**config.mk**
```make
export PLATFORM = sky130hd
export DESIGN_NAME = async_rx_errfifo
export DESIGN_NICKNAME = d
export VERILOG_FILES = /design/src/rtl/async_rx_pkg.sv /design/src/rtl/rx_frame_sampler.sv /design/src/rtl/rx_tag_fifo.sv /design/src/rtl/rx_idle_timer.sv /design/src/rtl/async_rx_errfifo.sv
export SDC_FILE = /design/constraint.sdc
export NUM_CORES = 1
export LEC_CHECK = 0
export BUFFER_PORTS_ARGS = -buffer_cell sky130_fd_sc_hd__buf_2
export CORE_UTILIZATION = 50
export DETAILED_ROUTE_END_ITERATION = 16
export MAX_ROUTING_LAYER = met4
export PLACE_DENSITY = 0.67
export SYNTH_ARGS = -nofsm -noshare
export SYNTH_HDL_FRONTEND = slang
export SYNTH_HIERARCHICAL = 1
export SYNTH_SLANG_ARGS = --single-unit
```
**constraint.sdc**
```tcl
create_clock -name clk -period 3.66 [get_ports clk]
set_input_delay 0.366 -clock clk [delete_from_list [all_inputs] [get_ports clk]]
set_output_delay 0.366 -clock clk [all_outputs]
set_load 0.005 [all_outputs]
```
**src/rtl/async_rx_pkg.sv**
```systemverilog
package async_rx_pkg;
  localparam int RX_DW = 8;

  typedef enum logic [1:0] {
    PAR_NONE = 2'd0,
    PAR_EVEN = 2'd1,
    PAR_ODD  = 2'd2,
    PAR_OFF  = 2'd3
  } par_mode_e;

  typedef struct packed {
    logic             perr;
    logic             ferr;
    logic [RX_DW-1:0] data;
  } rx_entry_t;

  // start + 7 data + 1 stop, plus the optional pieces
  function automatic int unsigned bits_per_frame(logic eight, logic par_on, logic two);
    return 32'd9 + 32'(eight) + 32'(par_on) + 32'(two);
  endfunction

  function automatic int unsigned idle_ticks(int unsigned frames, logic eight,
                                             logic par_on, logic two);
    return frames * bits_per_frame(eight, par_on, two) * 32'd16;
  endfunction

  function automatic logic parity_enabled(logic [1:0] mode);
    return (mode == PAR_EVEN) || (mode == PAR_ODD);
  endfunction

  function automatic logic parity_fails(logic [RX_DW-1:0] d, logic pbit, logic odd);
    return (^d ^ pbit) != odd;
  endfunction
endpackage

```
**src/rtl/rx_frame_sampler.sv**
```systemverilog
module rx_frame_sampler
  import async_rx_pkg::*;
(
  input  logic      clk,
  input  logic      rst_n,
  input  logic      tick,
  input  logic      rxd,
  input  logic      eight,
  input  logic      two_stop,
  input  logic [1:0] par_mode,
  output logic      done_ev,
  output logic      brk_ev,
  output rx_entry_t char_o
);
  typedef enum logic [2:0] {
    S_IDLE, S_START, S_DATA, S_PAR, S_STOP1, S_STOP2, S_HOLD
  } smp_state_e;

  smp_state_e       state;
  logic [3:0]       phase;
  logic [2:0]       bidx;
  logic [RX_DW-1:0] shreg;
  logic             pbit;
  logic             stop1_bad;
  logic             all_low;

  logic par_on, odd, mid, last_bit, last_stop_mid, frame_zero;
  assign par_on        = parity_enabled(par_mode);
  assign odd           = (par_mode == PAR_ODD);
  assign mid           = tick && (phase == 4'd7);
  assign last_bit      = (bidx == (eight ? 3'd7 : 3'd6));
  assign last_stop_mid = mid && ((state == S_STOP1 && !two_stop) || state == S_STOP2);
  assign frame_zero    = all_low && !rxd;
  assign brk_ev        = last_stop_mid && frame_zero;
  assign done_ev       = last_stop_mid && !frame_zero;

  always_comb begin
    char_o.data = shreg;
    char_o.perr = par_on && parity_fails(shreg, pbit, odd);
    char_o.ferr = !rxd || (state == S_STOP2 && stop1_bad);
  end

  always_ff @(posedge clk or negedge rst_n) begin
    if (!rst_n) begin
      state     <= S_IDLE;
      phase     <= '0;
      bidx      <= '0;
      shreg     <= '0;
      pbit      <= 1'b0;
      stop1_bad <= 1'b0;
      all_low   <= 1'b0;
    end else if (tick) begin
      phase <= (state == S_IDLE || state == S_HOLD) ? 4'd0 : phase + 4'd1;
      case (state)
        S_IDLE: if (!rxd) begin
          state     <= S_START;
          shreg     <= '0;
          bidx      <= '0;
          stop1_bad <= 1'b0;
          all_low   <= 1'b1;
        end
        S_START: begin
          if (phase == 4'd7 && rxd) state <= S_IDLE;
          else if (phase == 4'd15)  state <= S_DATA;
        end
        S_DATA: begin
          if (phase == 4'd7) begin
            shreg[bidx] <= rxd;
            if (rxd) all_low <= 1'b0;
          end
          if (phase == 4'd15) begin
            if (last_bit) state <= par_on ? S_PAR : S_STOP1;
            else          bidx  <= bidx + 3'd1;
          end
        end
        S_PAR: begin
          if (phase == 4'd7) begin
            pbit <= rxd;
            if (rxd) all_low <= 1'b0;
          end
          if (phase == 4'd15) state <= S_STOP1;
        end
        S_STOP1: begin
          if (phase == 4'd7) begin
            if (two_stop) begin
              stop1_bad <= !rxd;
              if (rxd) all_low <= 1'b0;
            end else begin
              state <= frame_zero ? S_HOLD : S_IDLE;
            end
          end else if (phase == 4'd15) begin
            state <= S_STOP2;
          end
        end
        S_STOP2: if (phase == 4'd7) state <= frame_zero ? S_HOLD : S_IDLE;
        S_HOLD:  if (rxd) state <= S_IDLE;
        default: state <= S_IDLE;
      endcase
    end
  end


  false_start_chk: assert property (@(posedge clk) disable iff (!rst_n)
    (state == S_START && mid && rxd) |=> state == S_IDLE);

  brk_hold_chk: assert property (@(posedge clk) disable iff (!rst_n)
    brk_ev |=> state == S_HOLD);

  hold_low_chk: assert property (@(posedge clk) disable iff (!rst_n)
    (state == S_HOLD && !rxd) |=> state == S_HOLD);
endmodule

```
**src/rtl/rx_tag_fifo.sv**
```systemverilog
module rx_tag_fifo
  import async_rx_pkg::*;
#(
  parameter int DEPTH = 16,
  localparam int AW = $clog2(DEPTH),
  localparam int CW = AW + 1
) (
  input  logic          clk,
  input  logic          rst_n,
  input  logic          push,
  input  rx_entry_t     push_entry,
  input  logic          pop,
  output rx_entry_t     head,
  output logic [CW-1:0] count,
  output logic [CW-1:0] err_count,
  output logic          push_ok,
  output logic          pop_ok
);
  function automatic logic [CW-1:0] step_level(logic [CW-1:0] lvl, logic up, logic down);
    return lvl + CW'(up) - CW'(down);
  endfunction

  rx_entry_t     mem [DEPTH];
  logic [AW-1:0] wptr, rptr;
  logic          in_tag, out_tag;

  assign push_ok = push && (count != CW'(DEPTH));
  assign pop_ok  = pop && (count != '0);
  assign head    = mem[rptr];
  assign in_tag  = push_entry.perr || push_entry.ferr;
  assign out_tag = head.perr || head.ferr;

  always_ff @(posedge clk) begin
    if (push_ok) mem[wptr] <= push_entry;
  end

  always_ff @(posedge clk or negedge rst_n) begin
    if (!rst_n) begin
      wptr      <= '0;
      rptr      <= '0;
      count     <= '0;
      err_count <= '0;
    end else begin
      if (push_ok) wptr <= wptr + AW'(1);
      if (pop_ok)  rptr <= rptr + AW'(1);
      count     <= step_level(count, push_ok, pop_ok);
      err_count <= step_level(err_count, push_ok && in_tag, pop_ok && out_tag);
    end
  end


  level_bound_chk: assert property (@(posedge clk) disable iff (!rst_n)
    count <= CW'(DEPTH));

  err_bound_chk: assert property (@(posedge clk) disable iff (!rst_n)
    err_count <= count);

  empty_pop_chk: assert property (@(posedge clk) disable iff (!rst_n)
    (pop && !push && count == '0) |=> count == '0);
endmodule

```
**src/rtl/rx_idle_timer.sv**
```systemverilog
module rx_idle_timer #(
  parameter int TW = 12
) (
  input  logic          clk,
  input  logic          rst_n,
  input  logic          tick,
  input  logic          armed,
  input  logic          restart,
  input  logic          clear,
  input  logic [TW-1:0] limit,
  output logic          flag
);
  logic [TW-1:0] tcnt;

  always_ff @(posedge clk or negedge rst_n) begin
    if (!rst_n) begin
      tcnt <= '0;
      flag <= 1'b0;
    end else if (restart || clear) begin
      tcnt <= '0;
      if (clear) flag <= 1'b0;
    end else if (!armed) begin
      tcnt <= '0;
    end else if (tick && !flag) begin
      if (tcnt == limit - TW'(1)) begin
        flag <= 1'b1;
        tcnt <= '0;
      end else begin
        tcnt <= tcnt + TW'(1);
      end
    end
  end


  tout_armed_chk: assert property (@(posedge clk) disable iff (!rst_n)
    $rose(flag) |-> $past(armed));

  tout_clear_chk: assert property (@(posedge clk) disable iff (!rst_n)
    clear |=> !flag);
endmodule

```
**src/rtl/async_rx_errfifo.sv**
```systemverilog
module async_rx_errfifo
  import async_rx_pkg::*;
#(
  parameter int DEPTH = 16,
  parameter int TOUT_FRAMES = 15,
  localparam int CW = $clog2(DEPTH) + 1,
  localparam int TW = $clog2(TOUT_FRAMES * 12 * 16 + 1)
) (
  input  logic          clk,
  input  logic          rst_n,
  input  logic          tick16,
  input  logic          rxd,
  input  logic          cfg_eight,
  input  logic          cfg_two_stop,
  input  logic [1:0]    cfg_parity,
  input  logic [CW-1:0] rx_trig,
  input  logic [CW-1:0] rts_level,
  input  logic          rd_en,
  input  logic          flag_clr,
  output logic [7:0]    rd_data,
  output logic          rd_perr,
  output logic          rd_ferr,
  output logic [CW-1:0] rx_count,
  output logic [CW-1:0] err_count,
  output logic          rts,
  output logic          req_full,
  output logic          req_err,
  output logic          req_brk,
  output logic          timeout_flag,
  output logic          overrun
);
  logic      done_ev, brk_ev, push_ok, pop_ok, armed, par_on;
  rx_entry_t new_char, head;
  logic [TW-1:0] idle_limit;

  assign par_on     = parity_enabled(cfg_parity);
  assign idle_limit = TW'(idle_ticks(TOUT_FRAMES, cfg_eight, par_on, cfg_two_stop));

  rx_frame_sampler u_sampler (
    .clk      (clk),
    .rst_n    (rst_n),
    .tick     (tick16),
    .rxd      (rxd),
    .eight    (cfg_eight),
    .two_stop (cfg_two_stop),
    .par_mode (cfg_parity),
    .done_ev  (done_ev),
    .brk_ev   (brk_ev),
    .char_o   (new_char)
  );

  rx_tag_fifo #(.DEPTH(DEPTH)) u_fifo (
    .clk        (clk),
    .rst_n      (rst_n),
    .push       (done_ev),
    .push_entry (new_char),
    .pop        (rd_en),
    .head       (head),
    .count      (rx_count),
    .err_count  (err_count),
    .push_ok    (push_ok),
    .pop_ok     (pop_ok)
  );

  assign armed = (rx_count != '0) && (rx_count < rx_trig);

  rx_idle_timer #(.TW(TW)) u_timer (
    .clk     (clk),
    .rst_n   (rst_n),
    .tick    (tick16),
    .armed   (armed),
    .restart (done_ev || brk_ev),
    .clear   (pop_ok),
    .limit   (idle_limit),
    .flag    (timeout_flag)
  );

  assign rd_data  = head.data;
  assign rd_perr  = head.perr;
  assign rd_ferr  = head.ferr;
  assign rts      = rx_count < rts_level;
  assign req_full = rx_count >= rx_trig;
  assign req_err  = err_count != '0;

  always_ff @(posedge clk or negedge rst_n) begin
    if (!rst_n) begin
      req_brk <= 1'b0;
      overrun <= 1'b0;
    end else begin
      if (brk_ev)        req_brk <= 1'b1;
      else if (flag_clr) req_brk <= 1'b0;
      if (done_ev && !push_ok) overrun <= 1'b1;
      else if (flag_clr)       overrun <= 1'b0;
    end
  end


  brk_nostore_chk: assert property (@(posedge clk) disable iff (!rst_n)
    (brk_ev && !rd_en) |=> $stable(rx_count));

  ovr_cause_chk: assert property (@(posedge clk) disable iff (!rst_n)
    $rose(overrun) |-> $past(done_ev && rx_count == CW'(DEPTH)));

  arrival_chk: assert property (@(posedge clk) disable iff (!rst_n)
    (done_ev && !rd_en && rx_count != CW'(DEPTH)) |=> rx_count == $past(rx_count) + CW'(1));
endmodule

```
Word level (Yosys, flattened, before mapping)
Memories as Yosys holds them, arrays and structs flattened.
Cells that the tools add are included.
{"block": "op_classes", "add_sub_neg": 13, "bitwise": 1, "mux": 50, "order_cmp": 5, "n_eq_ne": 30, "multipliers": 1, "reduce_logical": 50}
{"op": "$mux W12", "n": 4}
{"op": "$mux W3", "n": 16}
{"op": "$pmux W3 S7", "n": 1}
{"op": "$mux W1", "n": 20}
{"op": "$logic_and A1 B1 Y1", "n": 17}
{"op": "$mux W8", "n": 2}
{"op": "$pmux W8 S2", "n": 1}
{"op": "$ne A2 B2 Y1 const B", "n": 7}
{"op": "$reduce_bool A2 Y1", "n": 7}
{"op": "$add A12 B1 Y12 const B", "n": 1}
{"op": "$add A4 B1 Y4 const B", "n": 3}
{"op": "$eq A12 B12 Y1", "n": 1}
{"op": "$sub A12 B1 Y12 const B", "n": 1}
{"op": "$add A5 B1 Y5", "n": 2}
{"op": "$lt A5 B5 Y1", "n": 2}
{"op": "$ne A2 B1 Y1 const B", "n": 5}
{"op": "$reduce_and A10 Y1", "n": 1}
{"op": "$reduce_and A5 Y1", "n": 2}
{"op": "$reduce_bool A5 Y1", "n": 2}
{"op": "$sub A5 B1 Y5", "n": 2}
{"op": "$eq A3 B3 Y1 const B", "n": 3}
{"op": "$ne A3 B3 Y1 const B", "n": 3}
{"op": "$bwmux W8", "n": 1}
{"op": "$logic_or A1 B1 Y1", "n": 8}
{"op": "other kinds (32)", "n": 38}
{"block": "totals", "wordCells": 166, "mem_count": 1, "reg_bits": 54, "ram_bits": 160, "in_bits": 20}
{"memory": "u_fifo.mem", "depth": 16, "word_bits": 10, "rd": 1, "rd_ports_with_merged_regs": 0, "wr": 1, "line_no": "rx_tag_fifo.sv:23", "text": "rx_entry_t mem [DEPTH];"}

Depth between registers and ports, before layout
Gate-level depths: netlist of run 1.
{"block": "depth", "ltp_word": 11, "depth_mapped": 20, "depth_no_buf": 19}

Modules after synthesis
The synthesis of run 1 kept the hierarchy.
{"module": "rx_tag_fifo", "cells_per_inst": 342, "instances": 1, "area_per_inst_um2": 7234.4}
{"module": "rx_frame_sampler", "cells_per_inst": 168, "instances": 1, "area_per_inst_um2": 1458.9}
{"module": "rx_idle_timer", "cells_per_inst": 162, "instances": 1, "area_per_inst_um2": 1221.2}
{"module": "async_rx_errfifo", "cells_per_inst": 75, "instances": 1, "area_per_inst_um2": 598.1}

Worst setup path before layout of run 1
OpenSTA, ideal clock, no wires.
{"block": "synth_timing", "path_type": "input -> register", "from": "in cfg_parity[0]", "to": "reg u_timer.tcnt[0]", "setup_slack_ns": -0.834, "arrival_time_ns": 4.370, "setup_ns": 0.125, "path_stages": 18, "n_path_buf": 0, "cell_sequence": "xnor2_1 ha_1 inv_1 ha_1 ha_1 inv_1 fa_1 inv_1 ha_1 xor2_1 xnor2_1 nor3b_1 and3_1 or4_1 a211oi_2 nand3_2 nor3b_1 mux2_2"}
{"block": "synth_between", "elab_chain_len": 11, "word_cells_on_any_way": 12}
{"element": "start, declared", "line_no": "async_rx_errfifo.sv:15", "text": "input logic [1:0] cfg_parity,"}
{"element": "$eq A2 B1 Y1 or $eq A2 B2 Y1 (tied branches)", "line_no": "async_rx_pkg.sv:28", "text": "return (mode == PAR_EVEN) || (mode == PAR_ODD);"}
{"element": "$logic_or A1 B1 Y1 *", "line_no": "async_rx_pkg.sv:28"}
{"element": "$add A5 B1 Y6 *", "line_no": "async_rx_pkg.sv:19", "text": "return 32'd9 + 32'(eight) + 32'(par_on) + 32'(two);"}
{"element": "$add A6 B1 Y7 *", "line_no": "async_rx_pkg.sv:19"}
{"element": "$mul A4 B7 Y8 *", "line_no": "async_rx_pkg.sv:24", "text": "return frames * bits_per_frame(eight, par_on, two) * 32'd16;"}
{"element": "named net idle_limit[6]", "line_no": "async_rx_errfifo.sv:34", "text": "logic [TW-1:0] idle_limit;"}
{"element": "$sub A12 B1 Y12 *", "line_no": "rx_idle_timer.sv:25", "text": "if (tcnt == limit - TW'(1)) begin"}
{"element": "$eq A12 B12 Y1 *", "line_no": "rx_idle_timer.sv:25"}
{"element": "$mux W12 *", "line_no": "rx_idle_timer.sv:25"}
{"element": "$mux W12 *", "line_no": "rx_idle_timer.sv:24", "text": "end else if (tick && !flag) begin"}
{"element": "$mux W12 *", "line_no": "rx_idle_timer.sv:22", "text": "end else if (!armed) begin"}
{"element": "$mux W12 *", "line_no": "rx_idle_timer.sv:19", "text": "end else if (restart || clear) begin"}
{"element": "end signal, assigned", "line_no": "rx_idle_timer.sv:29", "text": "tcnt <= tcnt + TW'(1);"}
{"element": "end, declared", "line_no": "rx_idle_timer.sv:13", "text": "logic [TW-1:0] tcnt;"}
Mark *: on every way through the listed nets, which the timed path passes. The rest lies on a longest branch. The select of a mux whose other input is x is not followed.
A chain may end at the register's enable or synchronous reset.

Worst setup path in the final report of run 1
Ends and elaborated chain as after synthesis.

==> results.sh, run 1 <==
export IMPL_final_antenna_net_count=0
export IMPL_crit_type="input pin to flip-flop"
export IMPL_swShare=0.311
export IMPL_gp_congestion=0.848
export IMPL_fin_nets=931
export IMPL_crit_path_max_incr_delay_ns=0.51
export IMPL_ioPinCount=46
export IMPL_grt_pass1_vias=6614
export IMPL_synth_edff_count=160
export IMPL_drv_slew=0
export IMPL_cts_sinks=214
export IMPL_worstPathCellList="buf_8, xnor2_4, ha_4, inv_4, ha_4, ha_4, inv_4, fa_1, inv_2, ha_4, xor2_4, xnor2_2, nor3b_2, buf_4, o211ai_1, or4_4, a211oi_4, nand3_2, nor3b_4, mux2_4"
export IMPL_power_density_nw_per_um2=614
export IMPL_crit_required_ns=4.05
export IMPL_wl_met2_um=10800
export IMPL_vias=6453
export IMPL_postPlaceCellArea_sq_um=11500
export IMPL_synth_cell_area_sq_um=10500
export IMPL_failed_checks="setup timing"
export IMPL_rsz0062_at_grt="true"
export IMPL_drive_gt1_frac=0.237
export IMPL_routed_top_layer="met4"
export IMPL_port_buffers=45
export IMPL_start_util=0.515
export IMPL_die_area_sq_um=21600
export IMPL_post_place_ws_ns=-0.790
export IMPL_core_area_sq_um=20400
export IMPL_yosys_warnings=6
export IMPL_finalClockSkew_ns=0.0141
export IMPL_rows=52
export IMPL_antenna_found_initial=0
export IMPL_totalWireLength_um=21100
export IMPL_dp_hpwl_um=14500
export IMPL_fillers=1597
export IMPL_cap_violations=0
export IMPL_finish_utilization=0.601
export IMPL_h_tree_depth=1
export IMPL_cts_root_buf="clkbuf_16"
export IMPL_cts_tree="built"
export IMPL_grt_total_usage=0.210
export IMPL_multi_input_area_sq_um=4240
export IMPL_diodes=0
export IMPL_netSwitchingPower_w=0.00234
export IMPL_fp_dieH_um=147
export IMPL_hold_class="input pin to flip-flop"
export IMPL_drtIter0Drc=463
export IMPL_grt_max_degree=34
export IMPL_synthAdderAreaFrac=0.0540
export IMPL_yosysSeqAreaShare=0.586
export IMPL_finalInstanceArea_sq_um=12300
export IMPL_p_leak_nw=4.74
export IMPL_grt_pass1_wl_um=34400
export IMPL_syn_avg_cell_area_sq_um=14.1
export IMPL_cts_buffers=23
export IMPL_synth_cell_types=69
export IMPL_synth_ff_latch_count=214
export IMPL_vdd_ir_drop_worst_mv=0.284
export IMPL_clkTransAtPathRegs_ns=0.06
export IMPL_async_flop_share=0.252
export IMPL_tightest_slew_ns=0.807
export IMPL_critPathCaptureType="flip-flop"
export IMPL_synth_simple_area_share=0.0947
export IMPL_synth_compound_area_frac=0.0763
export IMPL_cts_buffer_depth=3
export IMPL_vias_per_cell=5.60
export IMPL_wl_met1_um=9070
export IMPL_p_int_w=0.00519
export IMPL_finalCritPeriodShare=1.04
export IMPL_register_area_sq_um=6160
export IMPL_status="finished with violations"
export IMPL_area_growth_pct=16.8
export IMPL_rrSetupSlack_ns=0.33
export IMPL_p_total_w=0.00754
export IMPL_synth_top_family_by_area="multiplexers"
export IMPL_dr_pass1_iters=5
export IMPL_p_clk_frac=0.271
export IMPL_crit_arrival_ns=4.19
export IMPL_finalSetupViolCount=13
export IMPL_fin_crit_ns=3.79
export IMPL_drc=0
export IMPL_fp_dieW_um=147
export IMPL_p_seq_frac=0.401
export IMPL_slew_limit_headroom=0.462
export IMPL_critPathSlowestCell="fa_1"
export IMPL_syn_inst=747
export IMPL_insertion_delay_ns=0.50
export IMPL_overflow=0
export IMPL_max_freq_ghz=0.264
export IMPL_crit_family="adder cells"
export IMPL_path_max_fanout=4
export IMPL_wl_met3_um=915
export IMPL_muxShareOfSynthArea=0.119
export IMPL_synth_main_ff_cell="edfxtp_1"
export IMPL_cp_common_cell="ha_4"
export IMPL_hold_viol_final=0
export IMPL_power_frac_comb=0.328
export IMPL_setup_tns_ns=-1.03
export IMPL_start_kind="input pin"
export IMPL_synth_xor_area_share=0.0333
export IMPL_routedWlPerCell_um=18.3
export IMPL_cp_num_buf_inv=5
export IMPL_fin_ws_ns=-0.133
-- cell usage after synthesis, types with 4 or more instances --
master | number | area, sq um
nor2_1 | 27 | 101
mux4_1 | 18 | 473
a21o_1 | 7 | 52.6
nand2b_1 | 14 | 87.6
a21oi_1 | 24 | 120
a31oi_1 | 15 | 93.8
nand3_1 | 19 | 95.1
and3_1 | 5 | 31.3
nor4_1 | 7 | 43.8
inv_1 | 55 | 206
nand4_1 | 7 | 43.8
mux4_2 | 30 | 676
o21a_1 | 5 | 37.5
ha_1 | 39 | 488
and2_1 | 10 | 62.6
buf_6 | 6 | 67.6
o21ai_1 | 6 | 30.0
clkbuf_1 | 16 | 60.1
xor2_1 | 7 | 61.3
nor2b_1 | 11 | 68.8
or2_2 | 4 | 25.0
nor3_1 | 13 | 65.1
dfrtp_1 | 54 | 1350
mux2_2 | 5 | 56.3
edfxtp_1 | 160 | 4800
fa_1 | 4 | 80.1
o21ai_0 | 30 | 150
xnor2_1 | 33 | 289
nor3b_1 | 6 | 45.0
nand2_1 | 45 | 169
buf_2 | 8 | 40.0
-- metal layers --
layer	vias up	GRT usage
li1	3045	-
met1	3252	0.264
met2	128	0.363
met3	28	0.0317
met4	0	0.0428
met5	-	-
-- per-stage QoR --
step	cells	hold WS [ns]
after CTS	1151	0.146
after global placement	1107	0.371
after detailed placement	1107	0.379
after global routing	1153	0.175
after floorplan	773	0.0704
final	1153	0.153
-- sequential cells by signal, indices dropped and copies added, names as in the netlist --
name,flops
u_sampler/phase,4
overrun,1
u_timer/flag,1
u_fifo/mem,160
u_sampler/all_low,1
u_sampler/stop1_bad,1
u_fifo/wptr,4
u_timer/tcnt,12
req_brk,1
u_fifo/count,5
u_fifo/err_count,5
u_fifo/rptr,4
u_sampler/pbit,1
u_sampler/shreg,8
u_sampler/state,3
u_sampler/bidx,3
-- layout by cell type, fill, tap and decap left out, types with 4 or more instances in the layout --
master      count
buf_4          55
nand2_1        45
mux4_2         30
edfxtp_1      160
clkinvlp_4      4
conb_1         27
o21ai_0        30
a31oi_1        15
nor3_1         13
nand2b_1       13
a21oi_1        23
nand4_1         7
inv_1          51
and3_1          5
nand3_1        19
nor4_2          4
buf_2          43
or2_2           4
o21a_1          5
ha_4            4
xnor2_1        31
mux2_2          4
a21o_1          7
xor2_1          6
o21ai_1         6
ha_1           34
nor2_1         27
dfrtp_1        53
and2_1         10
clkinv_2        5
mux4_1         18
clkbuf_16      23
nor3b_1         4
clkinv_1        5
nor2b_1        11
-- timing repair --
action                     4_1_cts  5_1_grt
hold buffers                     1        0
gates resized for setup         11        5
setup endpoints to repair       13       14
hold endpoints to repair        21        0
buffers inserted                 3        2
pin swaps                       13        1
-- cell type report --
cell class	count	area share
sequential	214	0.501
multi-input combinational	472	0.345
tap	270	0.0275
timing repair buffer	101	0.0541
inverter	56	0.0175
clock buffer	26	0.0478
clock inverter	14	0.00642
-- cell families after synthesis --
family	after synthesis
flops	214
simple gates	186
compound gates	119
buf+inv	87
mux	57
fa+ha+maj	43
xor+xnor	40
other cells	1
-- power groups by stage --
stage / Combinational [W] / Clock [W] / Sequential [W]
finish: 0.00247 / 0.00205 / 0.00302
global route: 0.00272 / 0.00220 / 0.00306
CTS: 0.00246 / 0.00210 / 0.00303
detailed placement: 0.00242 / 0 / 0.00307
global placement: 0.00233 / 0 / 0.00306
floorplan: 0.00190 / 0 / 0.00293
-- worst register-to-register path: cells and delay by family, from the launching register on --
kind            cells  cell delay, ns
fa+ha+maj           4            1.19
compound gates      6            0.99
flops               1            0.39
simple gates        1            0.29
buf+inv             3            0.28
xor+xnor            1            0.13
-- worst paths after layout --
| check | to | depth (start not counted) | start |
|---|---|---|---|
| max | u_timer/tcnt[0]$_DFFE_PN0P_ | 20 | cfg_parity[0] |
| min | req_brk$_DFFE_PN0P_ | 3 | flag_clr |
| max reg2reg | u_fifo/err_count[4]$_DFF_PN0_ | 15 | u_sampler/phase[0]$_DFFE_PN0P_ |
| min reg2reg | req_brk$_DFFE_PN0P_ | 1 | req_brk$_DFFE_PN0P_ |
| max in group asynchronous | u_fifo/rptr[0]$_DFFE_PN0P_ | 3 | rst_n |
| min in group asynchronous | u_sampler/all_low$_DFFE_PN0P_ | 2 | rst_n |
Note: power is estimated with default switching activity, not from simulation.
==> run 2, diff against run 1 <==
--- a/config.mk
+++ b/config.mk
@@ -6,10 +6,11 @@
 export NUM_CORES = 1
 export LEC_CHECK = 0
 export BUFFER_PORTS_ARGS = -buffer_cell sky130_fd_sc_hd__buf_2
-export CORE_UTILIZATION = 50
+export CORE_UTILIZATION = 56
 export DETAILED_ROUTE_END_ITERATION = 16
 export MAX_ROUTING_LAYER = met4
-export PLACE_DENSITY = 0.67
+export PLACE_DENSITY = 0.74
+export SKIP_LAST_GASP = 1
 export SYNTH_ARGS = -nofsm -noshare
 export SYNTH_HDL_FRONTEND = slang
 export SYNTH_HIERARCHICAL = 1
==> run 2 against run 1 <==
Net effect: the run ends with DRC, hold timing, setup timing left; design area down 0.23%; setup slack worse by 0.022 ns; count of clock-buffer cells in the layout up 2; critical endpoint unchanged; largest cell class unchanged; highest routed layer unchanged.
==> results.sh, run 2 (synthesized netlist as in run 1, its figures left out) <==
export IMPL_drive_gt1_frac=0.230
export IMPL_finalInstanceArea_sq_um=12300
export IMPL_cts_root_buf="clkbuf_16"
export IMPL_reg2reg_to="u_fifo/err_count[4]$_DFF_PN0_"
export IMPL_post_place_ws_ns=-0.853
export IMPL_holdBufCountCts=0
export IMPL_finalCritPeriodShare=1.04
export IMPL_cts_buffer_depth=3
export IMPL_crit_path_max_incr_delay_ns=0.50
export IMPL_grt_total_usage=0.244
export IMPL_grt_pass1_wl_um=35500
export IMPL_fin_crit_ns=3.82
export IMPL_holdWs_ns=-0.0181
export IMPL_totalWireLength_um=22000
export IMPL_final_antenna_net_count=0
export IMPL_postPlaceCellArea_sq_um=11400
export IMPL_cp_common_cell="ha_4"
export IMPL_antenna_found_initial=0
export IMPL_finalSetupViolCount=13
export IMPL_dp_cells=1059
export IMPL_start_util=0.577
export IMPL_diodes=0
export IMPL_setup_tns_ns=-1.26
export IMPL_worstReg2RegStart="u_sampler/phase[0]$_DFFE_PN0P_"
export IMPL_top_register="u_fifo/mem"
export IMPL_drv_slew=0
export IMPL_critPathCaptureType="flip-flop"
export IMPL_start_kind="input pin"
export IMPL_hold_class="input pin to async pin"
export IMPL_cp_num_buf_inv=4
export IMPL_slew_limit_headroom=0.406
export IMPL_status="finished with violations"
export IMPL_h_tree_depth=1
export IMPL_crit_required_ns=4.05
export IMPL_cts_sinks=214
export IMPL_finalClockSkew_ns=0.0116
export IMPL_final_cell_mix="edfxtp_1 (160), dfrtp_1 (53), inv_1 (51)"
export IMPL_crit_family="adder cells"
export IMPL_area_growth_pct=16.6
export IMPL_drc=2
export IMPL_die_area_sq_um=19300
export IMPL_tightest_slew_ns=0.891
export IMPL_failed_checks="DRC, hold timing, setup timing"
export IMPL_worstPathCellList="buf_8, xnor2_4, ha_4, inv_2, ha_4, ha_4, inv_4, fa_1, inv_2, ha_4, xor2_4, xnor2_4, nor3b_2, and3_1, or4_4, a211oi_4, nand3_2, nor3b_4, mux2_4"
export IMPL_core_area_sq_um=18200
export IMPL_cap_violations=0
export IMPL_critPathSlowestCell="fa_1"
export IMPL_drtIter0Drc=526
export IMPL_path_max_fanout=4
export IMPL_dp_hpwl_um=14600
export IMPL_instances_no_fill=1108
export IMPL_ioPinCount=46
export IMPL_gp_congestion=0.895
export IMPL_rrSetupSlack_ns=0.23
export IMPL_hold_viol_final=28
export IMPL_overflow=0
export IMPL_vias=6518
export IMPL_grt_max_degree=40
export IMPL_grt_pass1_vias=6649
export IMPL_p_total_w=0.00774
export IMPL_crit_arrival_ns=4.21
export IMPL_fin_nets=925
export IMPL_largest_register_ffs=160
export IMPL_insertion_delay_ns=0.51
export IMPL_cts_tree="built"
export IMPL_cts_buffers=23
export IMPL_crit_type="input pin to flip-flop"
export IMPL_r2r_worst_path_cells=15
export IMPL_port_buffers=45
export IMPL_fp_dieW_um=139
export IMPL_routedWlPerCell_um=19.8
export IMPL_final_common_cell="edfxtp_1"
export IMPL_top_regs="u_fifo/mem: 160 flops, u_timer/tcnt: 12 flops, u_sampler/shreg: 8 flops"
export IMPL_vdd_ir_drop_worst_mv=0.373
export IMPL_clkTransAtPathRegs_ns=0.06
export IMPL_rsz0062_at_grt="true"
export IMPL_max_freq_ghz=0.262
export IMPL_rows=49
export IMPL_fin_ws_ns=-0.156
export IMPL_fp_dieH_um=139
export IMPL_p_leak_nw=4.75
export IMPL_power_density_nw_per_um2=631
export IMPL_vias_per_cell=5.88
export IMPL_dr_pass1_iters=11
run 2: changes by cell type in the layout (fill, tap and decap cells not counted), moves of 2 or more:
| cell | previous run | this run |
|---|---|---|
| bufinv_16 | 0 | 2 |
| clkinvlp_4 | 4 | 0 |
| clkinv_1 | 5 | 8 |
| clkbuf_1 | 3 | 5 |
| buf_4 | 55 | 49 |
run 2: repair_timing:
item	CTS	global route
pin swaps	13	9
setup endpoints to repair	13	14
buffers inserted	4	3
gates resized for setup	12	6
run 2: through the flow:
stage | hold slack [ns] | util
6_report | -0.0181 | 0.673
5_1_grt | 0.0533 | 0.673
4_1_cts | 0.00754 | 0.670
3_5_place_dp | 0.468 | 0.626
3_3_place_gp | 0.457 | 0.626
2_1_floorplan | 0.0704 | -
run 2: area by class of cell:
class	count	area, sq um
tap	229	287
timing repair buffer	95	621
inverter	56	213
clock buffer	28	594
clock inverter	14	126
sequential	214	6160
fill	1256	5960
multi-input combinational	472	4260
run 2: how the worst max path moves through the flow:
stage,slack [ns],depth (start not counted),startpoint,end
after floorplan,-0.59,18,cfg_parity[1],u_timer/tcnt[0]$_DFFE_PN0P_
after global placement,-0.71,19,cfg_parity[1],u_timer/tcnt[0]$_DFFE_PN0P_
after detailed placement,-0.85,19,cfg_parity[1],u_timer/tcnt[0]$_DFFE_PN0P_
after CTS,-0.13,19,cfg_parity[0],u_timer/tcnt[0]$_DFFE_PN0P_
after global routing,-0.26,19,cfg_parity[0],u_timer/tcnt[0]$_DFFE_PN0P_
final,-0.16,19,cfg_parity[0],u_timer/tcnt[0]$_DFFE_PN0P_
run 2: worst register-to-register path: cells and delay by family, from the launching register on:
family | cells | cell delay, ns
AOI/OAI and AO/OA | 6 | 1.06
buffers and inverters | 3 | 0.29
xor gates and xnor gates | 1 | 0.14
adders and majority gates | 4 | 1.20
and+or+nand+nor | 1 | 0.29
DFF | 1 | 0.38
run 2: per-layer routing:
layer / track usage / part of all wire
met1: 0.323 / 0.42
met2: 0.405 / 0.51
met3: 0.0276 / 0.048
met4: 0.0643 / 0.025
met5: - / 0
run 2: report_power, final:
group | switching (W) | total (W) | leakage (nW) | internal, W
clock network | 0.000917 | 0.00222 | 0.354 | 0.00130
logic | 0.00124 | 0.00252 | 2.19 | 0.00128
registers | 0.000238 | 0.00300 | 2.20 | 0.00276
==> run 3, diff against run 2 <==
--- a/config.mk
+++ b/config.mk
@@ -6,7 +6,10 @@
 export NUM_CORES = 1
 export LEC_CHECK = 0
 export BUFFER_PORTS_ARGS = -buffer_cell sky130_fd_sc_hd__buf_2
+export CORE_MARGIN = 2
 export CORE_UTILIZATION = 56
+export CTS_CLUSTER_DIAMETER = 40
+export CTS_CLUSTER_SIZE = 40
 export DETAILED_ROUTE_END_ITERATION = 16
 export MAX_ROUTING_LAYER = met4
 export PLACE_DENSITY = 0.74
==> run 3 against run 2 <==
Net effect: die area is 2.9% higher; combinational power hardly changed; critical endpoint is now u_timer/tcnt[5]$_DFFE_PN0P_; the run ends with setup timing left; clock power is 19% higher; first-iteration DRC count is 1.5% higher; largest power group unchanged; register-to-register slack hardly changed; global-route usage is 0.55 points lower; fmax is 0.82% higher.
==> results.sh, run 3 (synthesized netlist as in run 1, its figures left out) <==
export IMPL_grt_pass1_vias=6799
export IMPL_fin_ws_ns=-0.125
export IMPL_max_freq_ghz=0.264
export IMPL_overflow=0
export IMPL_finalInstanceArea_sq_um=12500
export IMPL_h_tree_depth=1
export IMPL_dp_cells=1065
export IMPL_vias_per_cell=5.95
export IMPL_vdd_ir_drop_worst_mv=0.374
export IMPL_tightest_slew_ns=1.07
export IMPL_grt_max_degree=45
export IMPL_antenna_found_initial=0
export IMPL_holdBufCountCts=0
export IMPL_cts_buffer_depth=3
export IMPL_area_growth_pct=18.6
export IMPL_finalSetupViolCount=13
export IMPL_hold_viol_final=0
export IMPL_cap_violations=0
export IMPL_path_max_fanout=8
export IMPL_cts_buffers=27
export IMPL_crit_required_ns=4.05
export IMPL_fp_dieW_um=141
export IMPL_fillers=1256
export IMPL_final_antenna_net_count=0
export IMPL_cts_tree="built"
export IMPL_r2r_worst_path_cells=15
export IMPL_crit_arrival_ns=4.18
export IMPL_die_area_sq_um=19900
export IMPL_p_total_w=0.00817
export IMPL_start_kind="input pin"
export IMPL_grt_use_met3=0.0387
export IMPL_power_density_nw_per_um2=655
export IMPL_drtIter0Drc=534
export IMPL_failed_checks="setup timing"
export IMPL_p_leak_nw=4.83
export IMPL_drive_gt1_frac=0.249
export IMPL_fin_nets=928
export IMPL_totalWireLength_um=22900
export IMPL_drv_slew=0
export IMPL_grt_util_met2=0.411
export IMPL_finalClockSkew_ns=0.0167
export IMPL_gp_congestion=0.891
export IMPL_cts_root_buf="clkbuf_16"
export IMPL_busiest_layer="met2"
export IMPL_ioPinCount=46
export IMPL_critPathCaptureType="flip-flop"
export IMPL_top_regs="u_fifo/mem: 160 flops, u_timer/tcnt: 12 flops, u_sampler/shreg: 8 flops"
export IMPL_cts_sinks=214
export IMPL_crit_type="input pin to flip-flop"
export IMPL_clkTransAtPathRegs_ns=0.06
export IMPL_finalCritPeriodShare=1.03
export IMPL_final_cell_mix="edfxtp_1 (160), dfrtp_1 (53), inv_1 (51)"
export IMPL_worstReg2RegStart="u_sampler/phase[0]$_DFFE_PN0P_"
export IMPL_instances_no_fill=1120
export IMPL_start_util=0.566
export IMPL_setup_tns_ns=-1.37
export IMPL_rrSetupSlack_ns=0.22
export IMPL_vias=6660
export IMPL_insertion_delay_ns=0.54
export IMPL_dr_pass1_iters=5
export IMPL_grtUsageMet1=0.292
export IMPL_drc=0
export IMPL_diodes=0
export IMPL_final_common_cell="edfxtp_1"
export IMPL_rsz0062_at_grt="true"
export IMPL_crit_start="cfg_parity[0]"
export IMPL_dp_hpwl_um=14900
export IMPL_routedWlPerCell_um=20.4
export IMPL_rows=50
export IMPL_fp_dieH_um=141
export IMPL_top_register="u_fifo/mem"
export IMPL_slew_limit_headroom=0.287
export IMPL_postPlaceCellArea_sq_um=11400
export IMPL_reg2reg_to="u_fifo/err_count[4]$_DFF_PN0_"
export IMPL_grt_pass1_wl_um=35900
export IMPL_fin_crit_ns=3.78
export IMPL_status="finished with violations"
export IMPL_largest_register_ffs=160
export IMPL_port_buffers=45
export IMPL_grt_total_usage=0.239
export IMPL_hold_class="input pin to async pin"
export IMPL_core_area_sq_um=18600
[run 3: cell types whose count changed in the layout (fill, tap and decap cells not counted), sizes merged]
cell      change
inv           +5
clkbuf        +4
clkinv        -4
clkinvlp      +4
buf           -2
[run 3: cell type report]
cell class              count  area (sq um)  share of cell area
flip-flops and latches    214          6160               0.494
multi-input cells         472          4260               0.342
clock buffers              31           701              0.0562
repair buffers             94           638              0.0512
well taps                 234           293              0.0235
inverters                  56           210              0.0169
clock inverters            19           206              0.0166
[run 3: timing repair]
action	4_1_cts	5_1_grt
pin swaps	12	16
buffers inserted	2	2
resized for setup	11	13
gates cloned	0	1
endpoints found under the setup margin	13	14
[run 3: power by group]
| part | internal [W] | switching, W | leakage [nW] |
|---|---|---|---|
| Sequential | 0.00276 | 0.000259 | 2.20 |
| Clock | 0.00155 | 0.00109 | 0.433 |
| Combinational | 0.00127 | 0.00124 | 2.20 |
| Total | 0.00559 | 0.00258 | 4.83 |
[run 3: worst max-delay path by stage]
| stage | end | slack [ns] |
|---|---|---|
| 2_1_floorplan | u_timer/tcnt[0]$_DFFE_PN0P_ | -0.59 |
| 3_3_place_gp | u_timer/tcnt[0]$_DFFE_PN0P_ | -0.71 |
| 3_5_place_dp | u_timer/tcnt[0]$_DFFE_PN0P_ | -0.88 |
| 4_1_cts | u_timer/tcnt[0]$_DFFE_PN0P_ | -0.11 |
| 5_1_grt | u_timer/flag$_DFFE_PN0P_ | -0.24 |
| 6_report | u_timer/tcnt[5]$_DFFE_PN0P_ | -0.12 |
[run 3: stage by stage]
step                      setup slack (ns)   util  hold WS (ns)
after floorplan                     -0.589      -        0.0704
after global placement              -0.714  0.614         0.458
after detailed placement            -0.876  0.614         0.465
after CTS                           -0.113  0.667        0.0505
after global routing                -0.244  0.671         0.125
final                               -0.125  0.671        0.0217
[run 3: routing by layer]
metal	part of all wire	wire, um	vias up
met4	0.022	492	0
met2	0.53	12000	218
li1	-	-	3048
met5	0	0	-
met1	0.40	9070	3344
met3	0.055	1250	50
[run 3: critical path, cell delays in order]
cell      delay [ns]
buf_8           0.11
xnor2_4         0.15
ha_4            0.27
inv_2           0.04
ha_4            0.15
ha_4            0.27
inv_2           0.04
fa_1            0.50
inv_2           0.05
ha_4            0.23
xor2_4          0.16
xnor2_2         0.25
nand2b_4        0.18
a21oi_2         0.05
or4_4           0.53
a211oi_4        0.25
nand3_2         0.12
buf_6           0.16
buf_8           0.12
o21ai_0         0.09
a21oi_1         0.09
